$ cat config.mk
export PLATFORM = sky130hd
export DESIGN_NAME = tile_skip_ctrl
export DESIGN_NICKNAME = d
export VERILOG_FILES = /design/src/rtl/tile_skip_pkg.sv /design/src/rtl/ovl_rect_hit.sv /design/src/rtl/tile_addr_gen.sv /design/src/rtl/tile_seq.sv /design/src/rtl/tile_skip_ctrl.sv
export SDC_FILE = /design/constraint.sdc
export NUM_CORES = 1
export LEC_CHECK = 0
export BUFFER_PORTS_ARGS = -buffer_cell sky130_fd_sc_hd__buf_4
export CORE_MARGIN = 4
export CORE_UTILIZATION = 50
export CTS_CLUSTER_SIZE = 14
export DETAILED_ROUTE_END_ITERATION = 12
export PLACE_DENSITY = 0.79
export SLEW_MARGIN = 20
export SYNTH_ARGS = -nofsm -noshare
export SYNTH_HDL_FRONTEND = slang
export SYNTH_SLANG_ARGS = --single-unit
$ cat constraint.sdc
create_clock -name clk_i -period 11.5 [get_ports clk_i]
set_input_delay 1.15 -clock clk_i [delete_from_list [all_inputs] [get_ports clk_i]]
set_output_delay 1.15 -clock clk_i [all_outputs]
set_load 0.02 [all_outputs]
$ cat src/rtl/tile_skip_pkg.sv
package tile_skip_pkg;

   typedef enum logic [1:0] {
      OP_FETCH = 2'd0,
      OP_PROC  = 2'd1,
      OP_WB    = 2'd2
   } tile_op_e;

   typedef enum logic [2:0] {
      ST_IDLE  = 3'd0,
      ST_SCAN  = 3'd1,
      ST_FETCH = 3'd2,
      ST_PROC  = 3'd3,
      ST_WB    = 3'd4
   } seq_state_e;

endpackage

$ cat src/rtl/ovl_rect_hit.sv
module ovl_rect_hit #(
   parameter int CW = 12,
   parameter int TW = 3
) (
   input  logic [CW:0]   tile_px_i,
   input  logic [CW:0]   tile_py_i,
   input  logic          en_i,
   input  logic [CW-1:0] x0_i,
   input  logic [CW-1:0] y0_i,
   input  logic [CW-1:0] x1_i,
   input  logic [CW-1:0] y1_i,
   output logic          hit_o
);
   localparam logic [CW:0] SPAN = (CW+1)'((1 << TW) - 1);

   logic [CW:0] px_end, py_end;
   logic        ovx, ovy;

   always_comb begin
      px_end = tile_px_i + SPAN;
      py_end = tile_py_i + SPAN;
      ovx    = (tile_px_i <= {1'b0, x1_i}) && (px_end >= {1'b0, x0_i});
      ovy    = (tile_py_i <= {1'b0, y1_i}) && (py_end >= {1'b0, y0_i});
      hit_o  = en_i && ovx && ovy;
   end
endmodule

$ cat src/rtl/tile_addr_gen.sv
module tile_addr_gen #(
   parameter int CW       = 12,
   parameter int TW       = 3,
   parameter int AW       = 32,
   parameter int BPP_LOG2 = 2,
   localparam int TIW     = CW - TW + 1
) (
   input  logic [AW-1:0]  base_i,
   input  logic [CW-1:0]  frame_w_i,
   input  logic [TIW-1:0] tx_i,
   input  logic [TIW-1:0] ty_i,
   output logic [AW-1:0]  addr_o
);
   logic [AW-1:0] row_px, pix_off;

   always_comb begin
      row_px  = AW'(ty_i) * AW'(frame_w_i);
      pix_off = (row_px << TW) + (AW'(tx_i) << TW);
      addr_o  = base_i + (pix_off << BPP_LOG2);
   end
endmodule

$ cat src/rtl/tile_seq.sv
module tile_seq
   import tile_skip_pkg::*;
#(
   parameter int CW   = 12,
   parameter int TW   = 3,
   localparam int TIW = CW - TW + 1
) (
   input  logic           clk_i,
   input  logic           rst_ni,
   input  logic           start_i,
   input  logic           cfg_ok_i,
   input  logic           hit_i,
   input  logic [TIW-1:0] n_tx_i,
   input  logic [TIW-1:0] n_ty_i,
   output seq_state_e     state_o,
   output logic [TIW-1:0] tx_o,
   output logic [TIW-1:0] ty_o,
   output logic           done_o,
   output logic           err_o
);
   seq_state_e     state_q;
   logic [TIW-1:0] tx_q, ty_q;
   logic           done_q, err_q;
   logic           last_x, last_y, step;

   assign last_x = (tx_q == n_tx_i - 1'b1);
   assign last_y = (ty_q == n_ty_i - 1'b1);
   assign step   = (state_q == ST_WB) || (state_q == ST_SCAN && !hit_i);

   always_ff @(posedge clk_i or negedge rst_ni) begin
      if (!rst_ni) begin
         state_q <= ST_IDLE;
         tx_q    <= '0;
         ty_q    <= '0;
         done_q  <= 1'b0;
         err_q   <= 1'b0;
      end else begin
         done_q <= 1'b0;
         case (state_q)
            ST_IDLE: begin
               if (start_i) begin
                  err_q <= !cfg_ok_i;
                  if (cfg_ok_i) begin
                     tx_q    <= '0;
                     ty_q    <= '0;
                     state_q <= ST_SCAN;
                  end
               end
            end
            ST_SCAN:  if (hit_i) state_q <= ST_FETCH;
            ST_FETCH: state_q <= ST_PROC;
            ST_PROC:  state_q <= ST_WB;
            default:  ;
         endcase
         if (step) begin
            if (!last_x) begin
               tx_q    <= tx_q + 1'b1;
               state_q <= ST_SCAN;
            end else if (!last_y) begin
               tx_q    <= '0;
               ty_q    <= ty_q + 1'b1;
               state_q <= ST_SCAN;
            end else begin
               state_q <= ST_IDLE;
               done_q  <= 1'b1;
            end
         end
      end
   end

   assign state_o = state_q;
   assign tx_o    = tx_q;
   assign ty_o    = ty_q;
   assign done_o  = done_q;
   assign err_o   = err_q;

   assert_done_single_R9: assert property (@(posedge clk_i) disable iff (!rst_ni)
      done_q |=> !done_q);
   assert_done_at_idle_R9: assert property (@(posedge clk_i) disable iff (!rst_ni)
      done_q |-> state_q == ST_IDLE);
   assert_err_keeps_idle_R6: assert property (@(posedge clk_i) disable iff (!rst_ni)
      err_q |-> state_q == ST_IDLE);
   assert_err_held_R8: assert property (@(posedge clk_i) disable iff (!rst_ni)
      (state_q != ST_IDLE) |=> $stable(err_q));
endmodule

$ cat src/rtl/tile_skip_ctrl.sv
module tile_skip_ctrl
   import tile_skip_pkg::*;
#(
   parameter int CW       = 12,
   parameter int TW       = 3,
   parameter int AW       = 32,
   parameter int BPP_LOG2 = 2,
   parameter int NRECT    = 4,
   parameter int FW       = 3,
   localparam int TIW     = CW - TW + 1
) (
   input  logic             clk_i,
   input  logic             rst_ni,
   input  logic             start_i,
   input  logic             inplace_en_i,
   input  logic [CW-1:0]    frame_w_i,
   input  logic [CW-1:0]    frame_h_i,
   input  logic [FW-1:0]    src_fmt_i,
   input  logic [FW-1:0]    out_fmt_i,
   input  logic [AW-1:0]    src_base_i,
   input  logic [AW-1:0]    out_base_i,
   input  logic [NRECT-1:0] ovl_en_i,
   input  logic [NRECT*CW-1:0] ovl_x0_i,
   input  logic [NRECT*CW-1:0] ovl_y0_i,
   input  logic [NRECT*CW-1:0] ovl_x1_i,
   input  logic [NRECT*CW-1:0] ovl_y1_i,
   output logic             cmd_valid_o,
   output logic [1:0]       cmd_op_o,
   output logic [AW-1:0]    cmd_addr_o,
   output logic [TIW-1:0]   cmd_tile_x_o,
   output logic [TIW-1:0]   cmd_tile_y_o,
   output logic             done_o,
   output logic             cfg_err_o
);
   localparam int YUV_BIT = FW - 1;

   if (CW <= TW) begin : g_bad_tile
      $error("tile size must be smaller than the coordinate range");
   end
   if (NRECT < 1 || NRECT > 16) begin : g_bad_nrect
      $error("NRECT out of range");
   end
   if (FW < 2) begin : g_bad_fmt
      $error("format code needs at least two bits");
   end

   seq_state_e     state;
   logic [TIW-1:0] tx, ty, n_tx, n_ty;
   logic [CW:0]    w_round, h_round, tile_px, tile_py;
   logic [NRECT-1:0] rect_hit;
   logic           hit_any, cfg_ok, fmt_ok, use_out;
   logic [AW-1:0]  addr_base, tile_addr;
   logic           seq_done, seq_err;

   assign w_round = {1'b0, frame_w_i} + (CW+1)'((1 << TW) - 1);
   assign h_round = {1'b0, frame_h_i} + (CW+1)'((1 << TW) - 1);
   assign n_tx    = w_round[CW:TW];
   assign n_ty    = h_round[CW:TW];
   assign tile_px = {tx, {TW{1'b0}}};
   assign tile_py = {ty, {TW{1'b0}}};

   for (genvar r = 0; r < NRECT; r++) begin : g_rect
      ovl_rect_hit #(.CW(CW), .TW(TW)) i_hit (
         .tile_px_i (tile_px),
         .tile_py_i (tile_py),
         .en_i      (ovl_en_i[r]),
         .x0_i      (ovl_x0_i[r*CW +: CW]),
         .y0_i      (ovl_y0_i[r*CW +: CW]),
         .x1_i      (ovl_x1_i[r*CW +: CW]),
         .y1_i      (ovl_y1_i[r*CW +: CW]),
         .hit_o     (rect_hit[r])
      );
   end

   assign hit_any = inplace_en_i ? (|rect_hit) : 1'b1;
   assign fmt_ok  = !src_fmt_i[YUV_BIT] && (src_fmt_i == out_fmt_i);
   assign cfg_ok  = (frame_w_i != '0) && (frame_h_i != '0) &&
                    (!inplace_en_i || fmt_ok);

   tile_seq #(.CW(CW), .TW(TW)) i_seq (
      .clk_i    (clk_i),
      .rst_ni   (rst_ni),
      .start_i  (start_i),
      .cfg_ok_i (cfg_ok),
      .hit_i    (hit_any),
      .n_tx_i   (n_tx),
      .n_ty_i   (n_ty),
      .state_o  (state),
      .tx_o     (tx),
      .ty_o     (ty),
      .done_o   (seq_done),
      .err_o    (seq_err)
   );

   assign use_out   = (state == ST_WB) && !inplace_en_i;
   assign addr_base = use_out ? out_base_i : src_base_i;

   tile_addr_gen #(.CW(CW), .TW(TW), .AW(AW), .BPP_LOG2(BPP_LOG2)) i_addr (
      .base_i    (addr_base),
      .frame_w_i (frame_w_i),
      .tx_i      (tx),
      .ty_i      (ty),
      .addr_o    (tile_addr)
   );

   always_comb begin
      cmd_valid_o = 1'b0;
      cmd_op_o    = OP_FETCH;
      case (state)
         ST_FETCH: begin cmd_valid_o = 1'b1; cmd_op_o = OP_FETCH; end
         ST_PROC:  begin cmd_valid_o = 1'b1; cmd_op_o = OP_PROC;  end
         ST_WB:    begin cmd_valid_o = 1'b1; cmd_op_o = OP_WB;    end
         default:  ;
      endcase
      cmd_addr_o   = cmd_valid_o ? tile_addr : '0;
      cmd_tile_x_o = cmd_valid_o ? tx : '0;
      cmd_tile_y_o = cmd_valid_o ? ty : '0;
   end

   assign done_o    = seq_done;
   assign cfg_err_o = seq_err;

   assert_fetch_then_proc_R3: assert property (@(posedge clk_i) disable iff (!rst_ni)
      (cmd_valid_o && cmd_op_o == OP_FETCH) |=> (cmd_valid_o && cmd_op_o == OP_PROC));
   assert_proc_then_wb_R3: assert property (@(posedge clk_i) disable iff (!rst_ni)
      (cmd_valid_o && cmd_op_o == OP_PROC) |=> (cmd_valid_o && cmd_op_o == OP_WB));
   assert_skip_quiet_R1: assert property (@(posedge clk_i) disable iff (!rst_ni)
      (state == ST_SCAN && !hit_any) |=> !cmd_valid_o);
   assert_err_no_done_R7: assert property (@(posedge clk_i) disable iff (!rst_ni)
      cfg_err_o |-> (!done_o && !cmd_valid_o));
endmodule

==> results by stage <==
Run status:
- The flow ran to the end, and the final reports show no timing, DRC or antenna violations.

Logic synthesis:
- The most common cell in the synthesized netlist is sky130_fd_sc_hd__inv_1.
- The synthesized netlist net count is 2181.
- The count of different cell masters after synthesis is 85.
- The count of state elements after synthesis is 25.
- The cell count after synthesis is 1569.
- For this run, the number of Yosys warnings is 0.
- In the synthesized netlist the async set-or-reset flop fraction comes to 100.0%.
- The area share of the largest cell type after synthesis is 24.32%.
- The mapped netlist covers 0.01224 mm².
- The synthesized area per cell is 7.803 µm².
- Sorting the synthesized cells by area gives the leading types as sky130_fd_sc_hd__ha_1 24%, sky130_fd_sc_hd__fa_1 13%, sky130_fd_sc_hd__inv_1 7.8%.
- For this run, the register share of the synthesized area comes to 5.110%.
- The commonest cells after synthesis are 256 x sky130_fd_sc_hd__inv_1, 238 x sky130_fd_sc_hd__ha_1, 103 x sky130_fd_sc_hd__nor2_1.
- The post-synthesis cell type with the largest combined area is sky130_fd_sc_hd__ha_1.
- The dominant register cell in the synthesized netlist is sky130_fd_sc_hd__dfrtp_1.
- The number of enable flip-flop cells after synthesis is 0.

Routing:
- In the final routed layout, each cell accounts on average for 18.03 µm.
- Using the TritonRoute via totals, the vias-per-cell ratio works out to 5.672.
- For this run, the detailed router's first-pass iteration total came to 5.
- The aggregate routed wire length is 39850 µm.
- The number of nets with antenna violations after detailed routing is 0.
- The detailed-route DRC error count is 0.
- The routed layout has 12535 vias.
- The first routing iteration left 708 violations.

STA:
- The hold violation total from the final report is 0.
- The routed design could run at a clock period as short as 10.15 ns.
- The maximum clock skew at final layout is 0.003517 ns.
- At the pin with the least slew margin, the transition time is 1.151 ns.
- The final sum of negative setup slack is 0 ns.
- Setup repair after global routing left no endpoint under its margin.
- The final max-slew violation count is 0.
- Setup violations remaining at the end of the flow were counted as 0.
- In this run the tightest slew margin relative to its limit is 23.28%.
- The period utilization is 88.29%.
- The post-layout worst setup margin is 1.346 ns.
- The highest attainable clock frequency is 98.48 MHz.

Clock tree:
- The number of setup buffers added after CTS is 0.
- Clock latency on the worst-skew pair, taken at its later pin, is 0.26 ns.
- The clock transition at the registers of the reported paths is 0.07 ns.
- The count of hold buffers inserted by post-cts repair is 0.
- The clock net in this run drives a total of 25 sinks.
- The maximum clock insertion buffer count is 2.
- The cell sitting at the root of the clock tree is a sky130_fd_sc_hd__clkbuf_16.
- The total CTS buffers is 3.
- TritonCTS built the clock tree.
- In this run the number of H-tree levels came out at 1.
- After clock tree synthesis, the repair step resized 0 gates.

Hold path:
- The cell depth of the worst min-delay path is 2.
- In this run the most critical hold path is launched from i_seq.err_o.
- For hold timing, the worst endpoint is i_seq.err_o.
- The min-delay analysis places its worst path in the category flip-flop to flip-flop.

Setup path:
- STA classifies the critical path startpoint as an input port.
- In this run the critical register-to-register path is launched from i_seq.ty_o[5].
- In this run the worst path has a maximum fanout of 15.
- For flop-to-flop paths, the worst setup slack is 7.40 ns.
- The required time of the critical path is 10.35 ns.
- The worst setup path is of the input port to output pin kind.
- On the critical path, the stage with the largest delay is an instance of sky130_fd_sc_hd__fa_1.
- The kind of capture point of the worst setup path is an output pin.
- In this run the critical register-to-register path is captured at i_seq.tx_o[5].
- Data arrives at the worst endpoint at 9.00 ns.
- The maximum cell stage delay along the critical path is 0.55 ns.
- The worst reg-to-reg path cell count is 10.

Pwr:
- The total power per unit cell area is 112.0 mW/mm².
- The worst voltage drop across the vdd grid is 0.00009686 V.
- The static power due to leakage is 8.468 nW.

Floorplan:
- Pin placement for this block handled 351 I/O pins.
- The core area is 0.02418 mm².
- The die is 164.5 µm tall.
- The x dimension of the die is 164.5 µm.
- The die covers 0.02705 mm².
- The initialized floorplan defines 57 standard-cell rows.
- For this configuration, the core starts out at a cell density of 50.64%.

Global routing:
- Global routing used 28.52% of the available tracks across all layers.
- The maximum number of pins on one net before global-route repair is 40.
- The via count of the first global-routing pass came to 12777.
- For this run the aggregate overflow at the end of global routing stands at 0.
- The first-pass GRT wire length is 62450 µm.
- The number of antenna violations at the first check in global routing is 1.

Finish:
- The area growth from synthesis to final layout is 24.58%.
- At the end of the flow, the number of nets in the layout was 2498.
- Fill cells in the final layout number 2159.
- In the final layout, flip-flops and latches occupy 625.6 µm².
- Summing all multi-input logic gate instances after layout gives 0.01046 mm².
- The proportion of layout cells with a drive suffix above 1 is 21.64%.

Job:
- The tool flagged a number of max-cap violations equal to 0.

Place:
- The global placer's final weighted congestion is 0.9028.
- The half-perimeter wire length after placement is 33290 µm.
- The number of input and output port buffers inserted is 350.
- The pre-CTS setup slack is 1.363 ns.
## worst max-delay path by stage
| stage | to | startpoint | cells past startpoint | slack, ns |
|---|---|---|---|---|
| 2_1_floorplan | cmd_addr_o[29] | frame_w_i[3] | 32 | 1.88 |
| 3_5_place_dp | cmd_addr_o[29] | frame_w_i[3] | 33 | 1.36 |
| 3_3_place_gp | cmd_addr_o[29] | frame_w_i[3] | 32 | 1.55 |
| 5_1_grt | cmd_addr_o[30] | i_seq.ty_o[5] | 27 | 0.81 |
| 4_1_cts | cmd_addr_o[29] | frame_w_i[3] | 32 | 1.32 |
| 6_report | cmd_addr_o[29] | frame_w_i[5] | 34 | 1.35 |
## placed cells by master, fill, tap and decap left out, types with 10 or more instances in the layout
cell type	synthesis	final
sky130_fd_sc_hd__buf_4	2	362
sky130_fd_sc_hd__inv_1	256	256
sky130_fd_sc_hd__ha_1	238	238
sky130_fd_sc_hd__nor2_1	103	103
sky130_fd_sc_hd__nand2_1	98	98
sky130_fd_sc_hd__fa_1	80	80
sky130_fd_sc_hd__and2_1	74	74
sky130_fd_sc_hd__a21oi_1	68	67
sky130_fd_sc_hd__xnor2_1	61	61
sky130_fd_sc_hd__o21ai_0	54	54
sky130_fd_sc_hd__a21o_1	33	33
sky130_fd_sc_hd__nand3_1	33	33
sky130_fd_sc_hd__nor2b_1	32	31
sky130_fd_sc_hd__nor3_1	29	29
sky130_fd_sc_hd__nand4_1	25	25
sky130_fd_sc_hd__dfrtp_1	25	25
sky130_fd_sc_hd__mux2_2	23	23
sky130_fd_sc_hd__xor2_1	21	21
sky130_fd_sc_hd__a211oi_1	20	20
sky130_fd_sc_hd__and3_1	18	18
sky130_fd_sc_hd__a31oi_1	17	17
sky130_fd_sc_hd__nor4_1	14	14
sky130_fd_sc_hd__o21a_1	12	12
sky130_fd_sc_hd__o21ai_1	12	12
sky130_fd_sc_hd__or3_1	11	11
sky130_fd_sc_hd__nand2b_1	10	10
## worst max-delay path, delay by kind of cell
family	cells	cell delay [ns]
AND/OR/NAND/NOR	5	0.55
AO/OA/AOI/OAI	11	2.56
adder cells (fa/ha/maj)	8	3.65
buffers and inverters	7	0.61
XOR/XNOR	3	0.48
## where the power goes
| group | total [mW] | switching [mW] | leakage, nW | internal [mW] |
|---|---|---|---|---|
| sequential | 0.162 | 0.0577 | 0.339 | 0.104 |
| combinational | 1.47 | 0.825 | 8.09 | 0.642 |
| clock | 0.0783 | 0.0315 | 0.0409 | 0.0469 |
| total | 1.71 | 0.914 | 8.47 | 0.794 |
## layout make-up
class                   count  share of cell area [%]
multi-input cells        1238                   68.58
repair buffers            362                   17.82
inverters                 256                   6.300
flip-flops and latches     25                   4.102
well taps                 324                   2.658
clock buffers               3                  0.4922
clock inverters             1                 0.03281
diodes                      1                 0.01641
## state kept, by name, indices dropped and copies added (netlist names)
| name | count |
|---|---|
| i_seq.err_o | 1 |
| i_seq.ty_o | 10 |
| i_seq.done_o | 1 |
| i_seq.tx_o | 10 |
| i_seq.state_o | 3 |
## metal layers
layer	part of all wire (%)	track usage, %	routed length (µm)	up-vias
met5	0	0	0	-
met4	4.5	12.67	1802	0
met3	6.2	3.394	2468	110
met2	52	54.04	20590	441
met1	38	31.83	14980	5915
li1	-	-	-	6069
## cell families after synthesis
family                   share of synthesized area (%)
multiplexers                                     2.698
adder cells (fa/ha/maj)                          37.40
AND/OR/NAND/NOR                                  21.41
flip-flops                                       5.110
AO/OA/AOI/OAI                                    17.17
buffers and inverters                            9.606
XOR/XNOR                                         6.602
## stage by stage
stage / std cells / cell area (µm²) / util (%) / power [mW] / hold WS, ns
after CTS: 2209 / 15250 / 63.08 / 1.716 / 0.5177
after global routing: 2210 / 15250 / 63.09 / 1.892 / 0.5763
after detailed placement: 2205 / 15170 / 62.74 / 1.633 / 0.5050
after floorplan: 1569 / 12240 / - / 1.148 / 0.5081
final: 2210 / 15250 / 63.09 / 1.708 / 0.5234
after global placement: 2205 / 15170 / 62.74 / 1.597 / 0.4893
Power figures use the tool's default switching activity.
